<file path="src/rtl/dtc_pkg.sv">
package dtc_pkg;
  typedef enum logic {
    ROLE_LOW_TRACKS = 1'b0,
    ROLE_UP_TRACKS  = 1'b1
  } role_e;

  function automatic logic [7:0] clamp_dead(input logic [7:0] v);
    return (v == 8'd0) ? 8'd1 : v;
  endfunction
endpackage

</file>
<file path="src/rtl/dtc_sync2.sv">
module dtc_sync2 (
  input  logic clk,
  input  logic rst,
  input  logic d,
  output logic q
);
  logic s1;
  always_ff @(posedge clk) begin
    if (rst) begin
      s1 <= 1'b0;
      q  <= 1'b0;
    end else begin
      s1 <= d;
      q  <= s1;
    end
  end
endmodule

</file>
<file path="src/rtl/dtc_tap_line.sv">
module dtc_tap_line #(
  parameter int DW = 8
) (
  input  logic          clk,
  input  logic          rst,
  input  logic          clr,
  input  logic          din,
  input  logic [DW-1:0] dly,
  output logic          tap0,
  output logic          tap_d,
  output logic          tap_2d
);
  localparam int MAXD = (1 << DW) - 1;
  localparam int LEN  = 2 * MAXD + 1;
  localparam int AW   = $clog2(LEN);

  logic [LEN-1:0] line;
  logic [AW-1:0]  idx_d;
  logic [AW-1:0]  idx_2d;

  assign idx_d  = AW'(dly);
  assign idx_2d = AW'({dly, 1'b0});

  always_ff @(posedge clk) begin
    if (rst || clr) line <= '0;
    else            line <= {line[LEN-2:0], din};
  end

  assign tap0   = line[0];
  assign tap_d  = line[idx_d];
  assign tap_2d = line[idx_2d];
endmodule

</file>
<file path="src/rtl/dtc_gate_shaper.sv">
module dtc_gate_shaper (
  input  logic clk,
  input  logic rst,
  input  logic en,
  input  logic track,
  input  logic t0,
  input  logic td,
  input  logic t2d,
  output logic gate
);
  always_ff @(posedge clk) begin
    if (rst || !en)  gate <= 1'b0;
    else if (track)  gate <= td;
    else             gate <= t0 & td & t2d;
  end


  disabled_off_chk: assert property (@(posedge clk) disable iff (rst)
    !en |=> !gate);
endmodule

</file>
<file path="src/rtl/dtc_leg.sv">
module dtc_leg #(
  parameter int DW = 8
) (
  input  logic          clk,
  input  logic          rst,
  input  logic          en,
  input  logic          ideal_up,
  input  logic          ideal_dn,
  input  logic          cur_dir,
  input  logic [DW-1:0] dead_cyc,
  output logic          gate_up,
  output logic          gate_dn
);
  import dtc_pkg::*;

  localparam int NSW = 2;

  logic          dir_s;
  role_e         role_q;
  logic [DW-1:0] dead_q;
  logic [NSW-1:0] want;
  logic [NSW-1:0] t0, td, t2d, trk, gate;
  logic          up_rise;
  logic          role_load;

  // only an unambiguous sample counts as "on"
  assign want[0] = ideal_up & ~ideal_dn;
  assign want[1] = ideal_dn & ~ideal_up;

  dtc_sync2 u_sync (.clk(clk), .rst(rst), .d(cur_dir), .q(dir_s));

  assign up_rise   = want[0] & ~t0[0];
  assign role_load = !en || up_rise;

  always_ff @(posedge clk) begin
    if (rst) begin
      role_q <= ROLE_UP_TRACKS;
      dead_q <= DW'(1);
    end else begin
      if (role_load) role_q <= role_e'(dir_s);
      if (!en)       dead_q <= (dead_cyc == '0) ? DW'(1) : dead_cyc;
    end
  end

  assign trk[0] = (role_q == ROLE_UP_TRACKS);
  assign trk[1] = (role_q == ROLE_LOW_TRACKS);

  for (genvar g = 0; g < NSW; g++) begin : g_sw
    dtc_tap_line #(.DW(DW)) u_line (
      .clk(clk), .rst(rst), .clr(!en), .din(want[g]), .dly(dead_q),
      .tap0(t0[g]), .tap_d(td[g]), .tap_2d(t2d[g])
    );
    dtc_gate_shaper u_shape (
      .clk(clk), .rst(rst), .en(en), .track(trk[g]),
      .t0(t0[g]), .td(td[g]), .t2d(t2d[g]), .gate(gate[g])
    );
  end

  assign gate_up = gate[0];
  assign gate_dn = gate[1];


  no_overlap_chk: assert property (@(posedge clk) disable iff (rst)
    !(gate_up && gate_dn));


  dead_hold_chk: assert property (@(posedge clk) disable iff (rst)
    en |=> $stable(dead_q));


  role_hold_chk: assert property (@(posedge clk) disable iff (rst)
    (en && !up_rise) |=> $stable(role_q));


  reset_off_chk: assert property (@(posedge clk)
    rst |=> (!gate_up && !gate_dn));
endmodule

</file>
<file path="config.mk">
export PLATFORM = sky130hd
export DESIGN_NAME = dtc_leg
export DESIGN_NICKNAME = d
export VERILOG_FILES = /design/src/rtl/dtc_pkg.sv /design/src/rtl/dtc_sync2.sv /design/src/rtl/dtc_tap_line.sv /design/src/rtl/dtc_gate_shaper.sv /design/src/rtl/dtc_leg.sv
export SDC_FILE = /design/constraint.sdc
export NUM_CORES = 1
export LEC_CHECK = 0
export BUFFER_PORTS_ARGS = -buffer_cell sky130_fd_sc_hd__buf_2
export CORE_ASPECT_RATIO = 1.25
export CORE_MARGIN = 8
export CORE_UTILIZATION = 25
export CTS_CLUSTER_DIAMETER = 120
export DETAILED_ROUTE_END_ITERATION = 10
export PLACE_DENSITY = 0.36
export SLEW_MARGIN = 40
export SYNTH_ARGS = -nofsm -noshare
export SYNTH_HDL_FRONTEND = slang
export SYNTH_SLANG_ARGS = --single-unit
</file>
<file path="constraint.sdc">
create_clock -name clk -period 3.2 [get_ports clk]
set_input_delay 0.64 -clock clk [delete_from_list [all_inputs] [get_ports clk]]
set_output_delay 0.64 -clock clk [all_outputs]
set_load 0.005 [all_outputs]
</file>
== Yosys cells after proc, flatten, opt, wreduce, memory -nomap -nowiden ==
Cells that the tools add are included.

* Bits in registers: 1035
* Latch bits: 0
* Memory bits (writable): 0
* ROM bits: 0
* Input bits: 14
* Output and inout port bits: 2
* Memories kept: 0

* Add/subtract/negate cells: 0
* Multipliers: 0
* Div/mod/pow operators: 0
* Magnitude comparators: 2
* Equality and inequality tests: 0
* Shifts and indexed selects: 0
* Multiplexer cells: 11
* Bitwise logic cells: 10
* Reduce and logical (&&, ||, !) cells: 4

{| class="wikitable"
|+ Operators with widths
! cell !! number
|-
| $bmux W1 S8 || 4
|-
| $lt A8 B10 Y1 const B || 1
|-
| $lt A9 B10 Y1 const B || 1
|-
| $logic_not A8 Y1 || 1
|-
| $mux W8 || 1
|-
| $and A1 B1 Y1 || 7
|-
| $mux W1 || 6
|-
| $not A1 Y1 || 3
|-
| $logic_or A1 B1 Y1 || 2
|-
| $logic_not A1 Y1 || 1
|}

== Depth between registers and ports, before layout ==
* Word-level depth: 5
* Gate-level depth with buffers: 12
* Gate-level depth less buffers: 7

== Hierarchy ==
A second synthesis with hierarchy kept.

* Cell total of the unflattened synthesis: 2981
* Area total of the unflattened synthesis: 36681.4 µm²

{| class="wikitable"
|+ Modules (own cells, without submodules)
! module !! times used !! cells an instance !! area each (µm²) !! sequential area each (µm²)
|-
| dtc_tap_line || 2 || 1465 || 18081.1 || 10229.8
|-
| dtc_leg || 1 || 39 || 389.1 || 180.2
|-
| dtc_gate_shaper || 2 || 4 || 38.8 || 20.0
|-
| dtc_sync2 || 1 || 4 || 52.6 || 40.0
|}

== Least setup slack after synthesis ==
No wires, ideal clock.

* Kind: flip-flop to flip-flop
* Start point: reg dead_q[0]
* End point: reg g_sw[1].u_shape.gate
* Setup time: 124 ps
* Arrival time: 2291 ps
* Data required time: 3076 ps
* Setup slack: 784 ps
* Stages on the path, launching flop included: 10
* Buffers on the path: 3
* Period minus slack after synthesis: 2416 ps
* Cell sequence: dfxtp_1 > buf_6 > buf_4 > buf_6 > mux4_2 > a22oi_1 > a21oi_1 > o41a_1 > a41oi_1 > a21oi_1

* Word-level cells in the longest chain between the ends: 5
* Elaborated cells between the ends (all ways): 7
* Classes of those cells: mux (5); bitwise (2)

{| class="wikitable"
|+ RTL lines
! element !! line !! text
|-
| start, declared || dtc_leg.sv:20 || <nowiki>logic [DW-1:0] dead_q;</nowiki>
|-
| start signal, assigned || dtc_leg.sv:41 || <nowiki>if (!en) dead_q <= (dead_cyc == '0) ? DW'(1) : dead_cyc;</nowiki>
|-
| $bmux W1 S8 || dtc_tap_line.sv:30 || <nowiki>assign tap_d = line[idx_d];</nowiki>
|-
| $mux W1 (implied by the code) || dtc_tap_line.sv:30 ||
|-
| $and A1 B1 Y1 (2 in series) || dtc_gate_shaper.sv:14 || <nowiki>else gate <= t0 & td & t2d;</nowiki>
|-
| $mux W1 (*) || dtc_gate_shaper.sv:13 || <nowiki>else if (track) gate <= td;</nowiki>
|-
| end signal, assigned || dtc_gate_shaper.sv:13 ||
|-
| end signal, assigned || dtc_gate_shaper.sv:14 ||
|-
| end, declared || dtc_gate_shaper.sv:9 || <nowiki>output logic gate</nowiki>
|}

Every way passes the cells marked *; elsewhere a longest branch is shown, timed or not. The select of a mux whose other input is x is not followed.
A chain may end at the register's enable or synchronous reset.

== Final worst setup path ==
* Start point: reg dead_q[2]
* End point: reg g_sw[0].u_shape.gate

* Word-level cells in the longest chain between the ends: 5
* Elaborated cells between the ends (all ways): 7
* Classes of those cells: mux (5); bitwise (2)

{| class="wikitable"
|+ RTL lines
! element !! line
|-
| $bmux W1 S8 || dtc_tap_line.sv:30
|-
| $mux W1 (implied by the code) || dtc_tap_line.sv:30
|-
| $and A1 B1 Y1 (2 in series) || dtc_gate_shaper.sv:14
|-
| $mux W1 (*) || dtc_gate_shaper.sv:13
|-
| end signal, assigned || dtc_gate_shaper.sv:13
|-
| end signal, assigned || dtc_gate_shaper.sv:14
|-
| end, declared || dtc_gate_shaper.sv:9
|}

Marked as above.

==> key figures <==
Status
  • Outcome: finished clean

Place
  • Hpwl dp: 62000 um
  • Routability cong.: between 0.7 and 0.8
  • Port Buffer Count: 15

Clock network
  • CTS root buf: clkbuf_16
  • CTS tree: done
  • Clock latency on the worst-skew pair: between 0.7 and 0.8 ns
  • Max H-tree Level: 3
  • Post-CTS resize count: 0
  • CTS buffer count: about 110
  • Max Buffers Root-to-Sink: 3
  • Clk slew on worst S/H paths: ~0.060 ns
  • Sink Count: 1035

Worst setup path
  • Worst path buffer plus inverter count: 2
  • Crit path max fanout: 19
  • Kind of critical path: reg2reg
  • CP endpoint kind: flip-flop
  • CP peak stage delay: 0.65 ns
  • Req. time, crit path: 3.78 ns
  • Type of origin of the critical path: flip-flop
  • Delay-heaviest family, CP: compound AO/OA/AOI/OAI gates
  • Data arrival, critical path: between 3 and 4 ns
  • Slowest cell on the critical path: dfxtp_4
  • R2R Setup Slk: ~0.19 ns
  • Sequence of cells on the critical path: buf_12 -> nor2_1 -> buf_4 -> a221o_1 -> a221oi_2 -> nand4_1 -> o2bb2ai_1 -> a2111oi_2 -> a211oi_1

Timing
  • F_max: 0.332 GHz
  • Final Hold Viols: 0
  • Clock Skews: ~0.028 ns
  • Crit path time final: about 3.0 ns
  • Slew margin rel.: 0.491
  • Setup TNS: 0 ns
  • Final setup viols: 0
  • Slew Limit Fails: 0
  • RSZ-0062 raised after global routing: false
  • Worst Max-Slew Pin Slew: roughly 0.76 ns
  • Tcrit/Tclk final: 0.941

Job
  • Max Cap Viol: 0

Cells and area
  • Share of layout cells above drive strength 1: 0.195
  • Area Overhead vs Synth: 17.8%
  • Final nets: 2975

GRT
  • Routing usage on met3: 0.0199
  • Initial antenna violation count: 3
  • Largest net degree at the start of global routing: 170
  • GR Overflow Total: 0
  • GRT Overall Usage: 0.118
  • First-pass GRT wire length: ~150000 um
  • Vias in the first global route: 22600
  • GR peak layer: met2
  • Met1 GRT Util: 0.154
  • Met2 usage: 0.193

Yosys
  • Sequential fraction of the synthesis area: 0.569
  • Post-synthesis cell type count: 67
  • Syn_nets: between 2000 and 3000
  • Ys Warns: 0
  • Synthesized instance count: just under 3000
  • Count leader, synth: dfxtp_1
  • Yosys reg bits: approximately 1000
  • Asr flop ratio synth: 0
  • Syn_area_per_cell: around 12 um^2
  • Top_reg_cell synth: dfxtp_1
  • Post-Syn Area: around 36000 um^2
  • Most frequent cells after synthesis: dfxtp_1, and2_1, mux4_2
  • Synth area leaders: dfxtp_1, and2_1, mux4_2, mux2i_1, clkbuf_1
  • Biggest area consumer among synthesized cells: dfxtp_1
  • Post-synth EDFFs: 0
  • Synth top area share: 0.569

Power
  • Power Total: 27.0 mW
  • Peak VDD IR: just under 0.4 mV
  • Pwr per Cell Area: 630 nW/um^2
  • Leakage: ~17 nW

Die
  • IO Pins: 16
  • Die Span Y: roughly 440 um
  • Site row count: ~160
  • Die width: 357 um
  • Initial Util: 0.252
  • Die ar.: around 160000 um^2
  • Core Footprint: roughly 140000 um^2

Hold path
  • Hold Crit Class: in2reg

Routing
  • # DRC: 0
  • Drt wl/cell: ~19 um
  • Final wirelength: 93100 um
  • Routed Antenna Nets: 0
  • Iteration-0 DRC Markers: ~1100
  • Router iterations before antenna repair: 4
  • DR vias/cell: around 4.3
  • Routed vias: approximately 21000
## cells by family (layout without fill, tap and decap cells)
kind of cell | count (synthesis) | in the layout | share of synthesized area
AND/OR/NAND/NOR | 1189 | 1189 | 0.198
flip-flops | 1035 | 1035 | 0.569
multiplexers | 324 | 324 | 0.174
buffers and inverters | 215 | 348 | 0.0288
AO/OA/AOI/OAI | 152 | 152 | 0.0308
other | 0 | 1 | 0
## stage by stage
step | setup WS, ns | cell area, um^2 | hold slack [ns] | util | instances
floorplan | 0.784 | 36400 | 0.406 | - | 2915
global placement | 0.142 | 39100 | 0.408 | 0.271 | 4740
detailed placement | 0.114 | 39100 | 0.411 | 0.271 | 4740
CTS | 0.111 | 42800 | 0.0856 | 0.296 | 4938
global route | 0.0512 | 42900 | 0.140 | 0.296 | 4945
finish | 0.190 | 42900 | 0.167 | 0.296 | 4945
## registers in the layout (all words and copies together) (netlist names)
name	count
dead_q	8
g_sw.u_line.line	1022
g_sw.u_shape.gate	2
role_q	1
u_sync.q	1
u_sync.s1	1
## final timing paths
| check | depth (start not counted) | from | to |
|---|---|---|---|
| hold reg to reg | 1 | g_sw[1].u_line.line[319]$_SDFF_PP0_ | g_sw[1].u_line.line[320]$_SDFF_PP0_ |
| setup / recovery | 9 | dead_q[2]$_SDFFE_PP0N_ | g_sw[0].u_shape.gate$_SDFF_PP0_ |
| setup reg to reg | 9 | dead_q[2]$_SDFFE_PP0N_ | g_sw[0].u_shape.gate$_SDFF_PP0_ |
| hold / removal | 2 | ideal_up | g_sw[1].u_line.line[0]$_SDFF_PP0_ |
## routing by layer
metal,up-vias,wire [um]
met1,10600,42500
met2,321,43900
met3,165,3470
met4,0,3290
met5,-,0
li1,9986,-
## cells in the final DEF, fill, tap and decap left out, types with 4 or more instances in the layout
| master | count |
|---|---|
| a211oi_1 | 8 |
| a21oi_1 | 21 |
| a221o_1 | 4 |
| a221oi_1 | 10 |
| a22oi_1 | 21 |
| and2_1 | 1022 |
| and3_1 | 4 |
| buf_12 | 28 |
| buf_2 | 15 |
| buf_4 | 100 |
| bufinv_16 | 10 |
| clkbuf_1 | 29 |
| clkbuf_16 | 111 |
| clkbuf_8 | 22 |
| clkinv_2 | 17 |
| dfxtp_1 | 1030 |
| dfxtp_4 | 4 |
| inv_1 | 4 |
| mux2_2 | 21 |
| mux2i_1 | 58 |
| mux4_2 | 244 |
| nand2_1 | 43 |
| nand2b_1 | 11 |
| nand3_1 | 18 |
| nand4_1 | 6 |
| nor2_1 | 43 |
| nor2b_1 | 15 |
| nor3_1 | 10 |
| nor4_1 | 4 |
| o2111ai_1 | 4 |
| o211ai_1 | 9 |
| o21ai_0 | 17 |
| o22ai_1 | 12 |
| or2_2 | 5 |
## final cells by class
| type | count | area, um^2 |
|---|---|---|
| repair buffers | 143 | 1390 |
| clock inverters | 36 | 518 |
| well taps | 1896 | 2370 |
| diodes | 1 | 2.50 |
| multi-input cells | 1665 | 14600 |
| flip-flops and latches | 1035 | 20700 |
| clock buffers | 162 | 3190 |
| fillers | 14600 | 102000 |
| inverters | 7 | 26.3 |
## where the power goes
| part | internal, mW | switching, mW |
|---|---|---|
| sequential | 12.9 | 0.0513 |
| clock | 7.71 | 5.31 |
| combinational | 0.378 | 0.663 |
| total | 21.0 | 6.03 |
## repair_timing
action / CTS / global route
setup endpoints to repair: 0 / 1
setup buffers: 0 / 6
hold buffers: 0 / 0
hold endpoints to repair: 0 / 0
Power figures use the tool's default switching activity.
